===== config.mk =====
export PLATFORM = sky130hd
export DESIGN_NAME = edge_irq_capture
export DESIGN_NICKNAME = d
export VERILOG_FILES = /design/src/rtl/eic_pkg.sv /design/src/rtl/eic_edge_detect.sv /design/src/rtl/eic_id_port.sv /design/src/rtl/eic_irq_out.sv /design/src/rtl/edge_irq_capture.sv
export SDC_FILE = /design/constraint.sdc
export NUM_CORES = 1
export LEC_CHECK = 0
export CAP_MARGIN = 10
export CORE_MARGIN = 2
export CORE_UTILIZATION = 38
export CTS_CLUSTER_SIZE = 16
export DETAILED_ROUTE_END_ITERATION = 16
export PLACE_DENSITY_LB_ADDON = 0.08
export SYNTH_ARGS = -nofsm -noshare
export SYNTH_HDL_FRONTEND = slang
export SYNTH_SLANG_ARGS = --single-unit

===== constraint.sdc =====
create_clock -name clk -period 2.3 [get_ports clk]
set_input_delay 0.345 -clock clk [delete_from_list [all_inputs] [get_ports clk]]
set_output_delay 0.345 -clock clk [all_outputs]
set_load 0.01 [all_outputs]

===== src/rtl/eic_pkg.sv =====
// Shared constants for the edge-detect interrupt capture block.
// Assumes a bank of byte-wide ports where only the lowest few ports
// carry edge detection.
package eic_pkg;
    localparam int EIC_PORT_W    = 8;
    localparam int EIC_IRQ_PORTS = 3;
    localparam int EIC_ALL_LINES = 48;

    // Number of lines that carry edge detection
    function automatic int eic_irq_lines(input int ports, input int width);
        return ports * width;
    endfunction
endpackage


===== src/rtl/eic_edge_detect.sv =====
// Per-line edge qualifier. Compares each line with its level one clock
// earlier and reports an enabled edge of the selected direction.
// Assumes levels are already synchronized. Suppresses detection on the
// first clock after reset, when no earlier level is known.
module eic_edge_detect #(
    parameter int N = 24
) (
    input  logic         clk,
    input  logic         rst_n,
    input  logic [N-1:0] level,
    input  logic [N-1:0] polarity,
    input  logic [N-1:0] enable,
    output logic [N-1:0] hit
);
    logic         armed;
    logic [N-1:0] prev;

    // Hold the previous level and note that it is valid
    always_ff @(posedge clk) begin
        if (!rst_n) begin
            armed <= 1'b0;
            prev  <= '0;
        end else begin
            armed <= 1'b1;
            prev  <= level;
        end
    end

    // Qualify each line's transition by direction and enable
    for (genvar i = 0; i < N; i++) begin : g_line
        logic rise, fall;
        always_comb begin
            rise   = level[i] & ~prev[i];
            fall   = ~level[i] & prev[i];
            hit[i] = armed & enable[i] & (polarity[i] ? rise : fall);
        end
    end
endmodule


===== src/rtl/eic_id_port.sv =====
// One capture register. Sets bits on qualified edges, clears on a write
// of zero, and lets an edge in the clearing cycle survive.
// Assumes the strobe is a single-cycle decoded write.
module eic_id_port #(
    parameter int W = 8
) (
    input  logic         clk,
    input  logic         rst_n,
    input  logic [W-1:0] hit,
    input  logic         clr_wr,
    input  logic [W-1:0] clr_data,
    output logic [W-1:0] id,
    output logic         pend
);
    logic clr_now;

    // A write clears only when its data is zero
    always_comb clr_now = clr_wr && (clr_data == '0);

    // Latch edges, clearing on request with edges taking priority
    always_ff @(posedge clk) begin
        if (!rst_n)       id <= '0;
        else if (clr_now) id <= hit;
        else              id <= id | hit;
    end

    // Register is non-empty
    always_comb pend = |id;
endmodule


===== src/rtl/eic_irq_out.sv =====
// Request generator: registers the OR of the per-register summary.
module eic_irq_out #(
    parameter int P = 3
) (
    input  logic         clk,
    input  logic         rst_n,
    input  logic [P-1:0] pend,
    output logic         irq
);
    // Register the combined summary
    always_ff @(posedge clk) begin
        if (!rst_n) irq <= 1'b0;
        else        irq <= |pend;
    end
endmodule


===== src/rtl/edge_irq_capture.sv =====
// Top of the edge-detect interrupt capture block. Lines above the
// detecting ports are accepted and ignored. Register paging and address
// decode are outside; writes arrive as per-register strobes.
module edge_irq_capture #(
    parameter int NUM_PORTS = eic_pkg::EIC_IRQ_PORTS,
    parameter int PORT_W    = eic_pkg::EIC_PORT_W,
    parameter int NUM_LINES = eic_pkg::EIC_ALL_LINES
) (
    input  logic                           clk,
    input  logic                           rst_n,
    input  logic [NUM_LINES-1:0]           pin_level,
    input  logic [NUM_PORTS*PORT_W-1:0]    polarity,
    input  logic [NUM_PORTS*PORT_W-1:0]    enable,
    input  logic [NUM_PORTS-1:0]           clr_wr,
    input  logic [PORT_W-1:0]              clr_data,
    output logic [NUM_PORTS*PORT_W-1:0]    int_id,
    output logic [NUM_PORTS-1:0]           pending,
    output logic                           irq
);
    localparam int IRQ_LINES = eic_pkg::eic_irq_lines(NUM_PORTS, PORT_W);

    logic [IRQ_LINES-1:0] hit;
    logic                 unused_upper;

    // Upper lines carry no detection
    always_comb unused_upper = ^pin_level[NUM_LINES-1:IRQ_LINES];

    eic_edge_detect #(.N(IRQ_LINES)) u_edge (
        .clk      (clk),
        .rst_n    (rst_n),
        .level    (pin_level[IRQ_LINES-1:0]),
        .polarity (polarity),
        .enable   (enable),
        .hit      (hit)
    );

    for (genvar p = 0; p < NUM_PORTS; p++) begin : g_port
        eic_id_port #(.W(PORT_W)) u_id (
            .clk      (clk),
            .rst_n    (rst_n),
            .hit      (hit[p*PORT_W +: PORT_W]),
            .clr_wr   (clr_wr[p]),
            .clr_data (clr_data),
            .id       (int_id[p*PORT_W +: PORT_W]),
            .pend     (pending[p])
        );
    end

    eic_irq_out #(.P(NUM_PORTS)) u_irq (
        .clk   (clk),
        .rst_n (rst_n),
        .pend  (pending),
        .irq   (irq)
    );
endmodule


==> results.cfg, run 1 <==
[drt]
drc = 0
drt_wl_total_mm = 5.159
vias = 1901
routedWlPerCell_um = 13.65
first_pass_iters = 4
drtIter0Drc = 77
ant_nets = 0
vias_per_cell = 5.029

[pwr]
pwr_density_cell_mw_per_mm2 = 560.2
ir_drop_mv = 0.3132
leakagePower_nw = 1.170

[floorplanning]
core_area_mm2 = 0.005075
die_h_um = 76.13
io_pins = 137
row_count = 26
die_area_mm2 = 0.005795
start_util_pct = 38.95
die_w_um = 76.13

[synth]
synth_most_common_cell = dfxtp_1
synth-edff-count = 0
synth_seq_cells = 50
yosys-top-cells-area = dfxtp_1 (51%), a32o_1 (12%), and2_1 (7.9%), nand2b_1 (7.6%), o22ai_1 (7.3%)
synth_nets = 304
synth_common_cells = dfxtp_1 (50), nand2_1 (26), and2_1 (25), a32o_1 (24), nand2b_1 (24)
synth-main-ff-cell = dfxtp_1
syn_inst = 195
synthArstFlopShare_pct = 0
synth-seq-area-share_pct = 50.63
syn-cell-area_mm2 = 0.001977
syn_avg_cell_area_um2 = 10.14
synth_top_area_cell = dfxtp_1
yosys_warnings = 0
ys_types = 16
yosys.area.top_type_share_pct = 50.63

[finish]
fin_nets = 416
fin_area_mm2 = 0.003239
layoutNonFillerInstCount = 378
insertedDiodeCount = 0
area_growth_pct = 63.86
nFillCells = 475
drive_above_1_share_pct = 4.221

[sta]
slew_violations = 0
setup_viol = 0
period_share_pct = 85.35
rsz0062_at_grt = no
hold_viol = 0
fin_ws_ns = 0.3369
clock_skew_ns = 0.005490
relSlewSlack_pct = 36.56
tightest_slew_ns = 0.9515
tns_ns = 0
fmaxAchievable_mhz = 509.4
min_period_ns = 1.963
hold_ws_ns = 0.4994

[cts]
cts_tree = yes
path_clk_slew_ns = 0.09
cts.sinks = 50
clock_path_buffers = 2
cts_hold_buf = 0
cts_root_buf = clkbuf_8
post_cts_resized = 0
cts_post_setup_buffers_inserted = 0
cts_buffers = 5
cts.htree.levels = 2
clock_latency_ns = 0.29

[grt]
grt_max_degree = 28
grtUsageTotal_pct = 17.79
antenna_found_initial = 0
grt_pass1_wl_mm = 8.369
grt_overflow = 0
first_global_vias = 1767

[place]
placedCellCount = 370
dp_slack_ns = 0.3256
gp_congestion = 0.7413
dpl_cell_area_mm2 = 0.003148
dp_hpwl_mm = 3.992
portBuffers = 112

[flow_run]
drv_cap = 0

[worst_setup_path]
path_class = reg2out
cp.required_ns = 1.96
cp-start-kind = flop
arrival_ns = 1.62
crit_path_end_kind = output port
ff2ff_setup_slack_ns = 0.89
cp_max_fo = 3

[worst_hold_path]
min_path_type = reg2reg

[run_status]
status = complete, no violations
-- metrics by stage --
step	power (W)	utilization [%]
3_3_place_gp	0.001314	62.03
5_1_grt	0.001907	63.83
2_1_floorplan	0.001086	-
6_report	0.001815	63.83
3_5_place_dp	0.001321	62.03
4_1_cts	0.001836	63.83
-- report_power, final --
group / total [W] / internal, W / switching [W]
sequential: 0.000933 / 0.000909 / 0.0000243
clock: 0.000517 / 0.000243 / 0.000274
combinational: 0.000364 / 0.000239 / 0.000125
-- registers in the layout, indices dropped and copies added, names as in the netlist --
name / flops
u_edge.prev: 24
g_port.u_id.id: 24
u_irq.irq: 1
u_edge.armed: 1
-- logic make-up after synthesis --
| logic type | after synthesis | synth area share (%) |
|---|---|---|
| AO/OA/AOI/OAI | 52 | 22.03 |
| flip-flops | 50 | 50.63 |
| buffers and inverters | 9 | 2.468 |
| AND/OR/NAND/NOR | 84 | 24.87 |
-- metal layers --
| metal | vias to the layer above | global-route usage [%] | wire length [µm] |
|---|---|---|---|
| met5 | - | 0 | 0 |
| met4 | 0 | 4.364 | 31 |
| met3 | 4 | 6.043 | 364 |
| met2 | 70 | 29.20 | 2374 |
| met1 | 868 | 22.65 | 2389 |
| li1 | 959 | - | - |
-- final cells by class --
| cell class | instances | area, µm² | area share, % |
|---|---|---|---|
| well taps | 70 | 87.58 | 2.704 |
| clock buffers | 7 | 86.33 | 2.665 |
| multi-input cells | 136 | 927.1 | 28.62 |
| inverters | 1 | 3.754 | 0.1159 |
| flip-flops and latches | 50 | 1001 | 30.90 |
| clock inverters | 1 | 5.005 | 0.1545 |
| repair buffers | 113 | 1129 | 34.84 |
-- final timing paths --
kind | end | depth (start not counted) | from
worst min register to register | g_port[2].u_id.id[4] | 1 | g_port[2].u_id.id[4]
worst max-delay path | pending[0] | 3 | g_port[0].u_id.id[2]
worst min-delay path | g_port[2].u_id.id[4] | 1 | g_port[2].u_id.id[4]
worst max register to register | g_port[2].u_id.id[6] | 2 | u_edge.armed
-- critical path, cell delays in order, from the launching register on --
cell	delay [ns]
dfxtp_1	0.33
nor4_1	0.33
nand2_1	0.14
clkdlybuf4s50_1	0.52
-- placed cells by master, fill, tap and decap left out --
cell and count:
a32o_1 24, clkbuf_8 6, nand2b_1 24, clkinv_2 1, clkdlybuf4s50_1 112, nand3b_1 1
clkbuf_1 1, buf_4 1, o22ai_1 23, dfxtp_1 50, inv_1 1, nor4_1 6
a31oi_2 3, o21ai_0 1, and2_1 25, o31a_1 1, nand2_1 26, nor4_4 2
No activity file was read; power rests on OpenSTA's default activity.
==> run 2, diff against run 1 <==
HOLD_SLACK_MARGIN = 0.05   (was not set)
==> results of run 2 <==
The final DEF is identical to that of run 1; final timing and power are the same.
==> run 3, diff against run 2 <==
MAX_ROUTING_LAYER = met4   (was not set)
==> run 3 against run 2 <==
Register-to-register slack hardly changed. Largest power group unchanged. Highest routed layer unchanged. Fmax is 1.3% lower. Worst hold slack hardly changed. Clock power hardly changed.
==> results.cfg, run 3 (same netlist as run 1, synthesis figures left out) <==
[run_status]
status = complete, no violations

[grt]
first_global_vias = 1776
grtUsageTotal_pct = 18.30
grt_overflow = 0
grt_max_degree = 28
grt_pass1_wl_mm = 8.355
antenna_found_initial = 0

[worst_setup_path]
cp_max_fo = 3
r2r-end = g_port[2].u_id.id[6]
ff2ff_setup_slack_ns = 0.88
reg2regPathDepth = 2
cp.required_ns = 1.96
crit_buf_inv = 1
crit_path_end_kind = output port
arrival_ns = 1.64
cp_slowest_cell = clkdlybuf4s50_1
path_class = reg2out
crit_chain = nor4_1 -> nand2_1 -> clkdlybuf4s50_1
cp-start-kind = flop
cp-startpoint = g_port[0].u_id.id[2]
cp_top_family = buffers and inverters
reg2reg_from = u_edge.armed
cpPeakStageDelay_ns = 0.52

[pwr]
pwr_density_cell_mw_per_mm2 = 560.6
power.total_w = 0.001816
p_switching_w = 0.0004253
combPwrFrac_pct = 20.1
ir_drop_mv = 0.3139
swShare_pct = 23.42
p_int_w = 0.001391
sequentialPowerShare_pct = 51.4
power.share.clock_pct = 28.6
leakagePower_nw = 1.170

[place]
gp_congestion = 0.7505
placedCellCount = 370
dp_slack_ns = 0.3256
portBuffers = 112
dp_hpwl_mm = 3.992

[floorplanning]
io_pins = 137
die_w_um = 76.13
row_count = 26
die_h_um = 76.13
start_util_pct = 38.95
die_area_mm2 = 0.005795
core_area_mm2 = 0.005075

[flow_run]
drv_cap = 0

[sta]
hold_viol = 0
fin_ws_ns = 0.3106
min_period_ns = 1.989
clock_skew_ns = 0.005596
fmaxAchievable_mhz = 502.7
slew_violations = 0
period_share_pct = 86.49
tightest_slew_ns = 0.9646
rsz0062_at_grt = no
relSlewSlack_pct = 35.69
tns_ns = 0
setup_viol = 0

[worst_hold_path]
min_from = g_port[2].u_id.id[4]
min_path_type = reg2reg
min_delay_path_depth = 1
hold_end = g_port[2].u_id.id[4]

[drt]
drt_wl_total_mm = 5.168
routedWlPerCell_um = 13.67
drtIter0Drc = 79
vias_per_cell = 5.003
ant_nets = 0
first_pass_iters = 4
drc = 0
vias = 1891

[finish]
final_util_pct = 63.83
nFillCells = 475
layout_commonest_cell = clkdlybuf4s50_1
most-common-layout-cells = clkdlybuf4s50_1 (112), dfxtp_1 (50), nand2_1 (26), and2_1 (25)
area_growth_pct = 63.86
fin_nets = 416
insertedDiodeCount = 0
drive_above_1_share_pct = 4.221
largestRegisters = g_port.u_id.id: 24 flops, u_edge.prev: 24 flops
layoutNonFillerInstCount = 378

[cts]
cts_tree = yes
cts.sinks = 50
clock_path_buffers = 2
cts_post_setup_buffers_inserted = 0
path_clk_slew_ns = 0.09
cts_root_buf = clkbuf_8
cts_buffers = 5
post_cts_resized = 0
cts_hold_buf = 0
cts.htree.levels = 2
clock_latency_ns = 0.29
run 3: per-layer routing:
| metal | routed length (µm) | up-vias | track usage, % |
|---|---|---|---|
| met1 | 2458 | 866 | 23.54 |
| li1 | - | 957 | - |
| met4 | 23 | 0 | 4.364 |
| met5 | 0 | - | - |
| met3 | 279 | 2 | 4.858 |
| met2 | 2406 | 66 | 29.02 |
run 3: worst max path at each step:
| stage | slack [ns] | endpoint | cells past startpoint |
|---|---|---|---|
| floorplan | 1.07 | g_port[0].u_id.id[0] | 3 |
| global placement | 0.36 | g_port[1].u_id.id[6] | 5 |
| detailed placement | 0.33 | g_port[2].u_id.id[6] | 3 |
| CTS | 0.30 | pending[2] | 3 |
| global route | 0.25 | pending[1] | 3 |
| finish | 0.31 | pending[0] | 3 |
run 3: area by class of cell:
class	instances	area (µm²)	area share (%)
timing repair buffer	113	1129	34.84
clock inverter	1	5.005	0.1545
clock buffer	7	86.33	2.665
sequential	50	1001	30.90
multi-input combinational	136	927.1	28.62
inverter	1	3.754	0.1159
tap	70	87.58	2.704
run 3: worst reg2reg max path, stage by stage (launching register included):
cell and delay [ns]:
dfxtp_1 0.31, and2_1 0.75, a32o_1 0.30
run 3: power by group through the flow:
stage          clock network [W]  logic, W  registers [W]
2_1_floorplan                  0  0.000127       0.000959
3_3_place_gp                   0  0.000362       0.000952
3_5_place_dp                   0  0.000368       0.000953
4_1_cts                 0.000534  0.000369       0.000933
5_1_grt                 0.000575  0.000393       0.000939
6_report                0.000519  0.000365       0.000933
run 3: stage by stage:
stage               area (µm²)  hold WS, ns
finish                    3239       0.4990
global route              3239       0.5288
CTS                       3239       0.5061
detailed placement        3148       0.4854
global placement          3148       0.4759
floorplan                 1977       0.3727
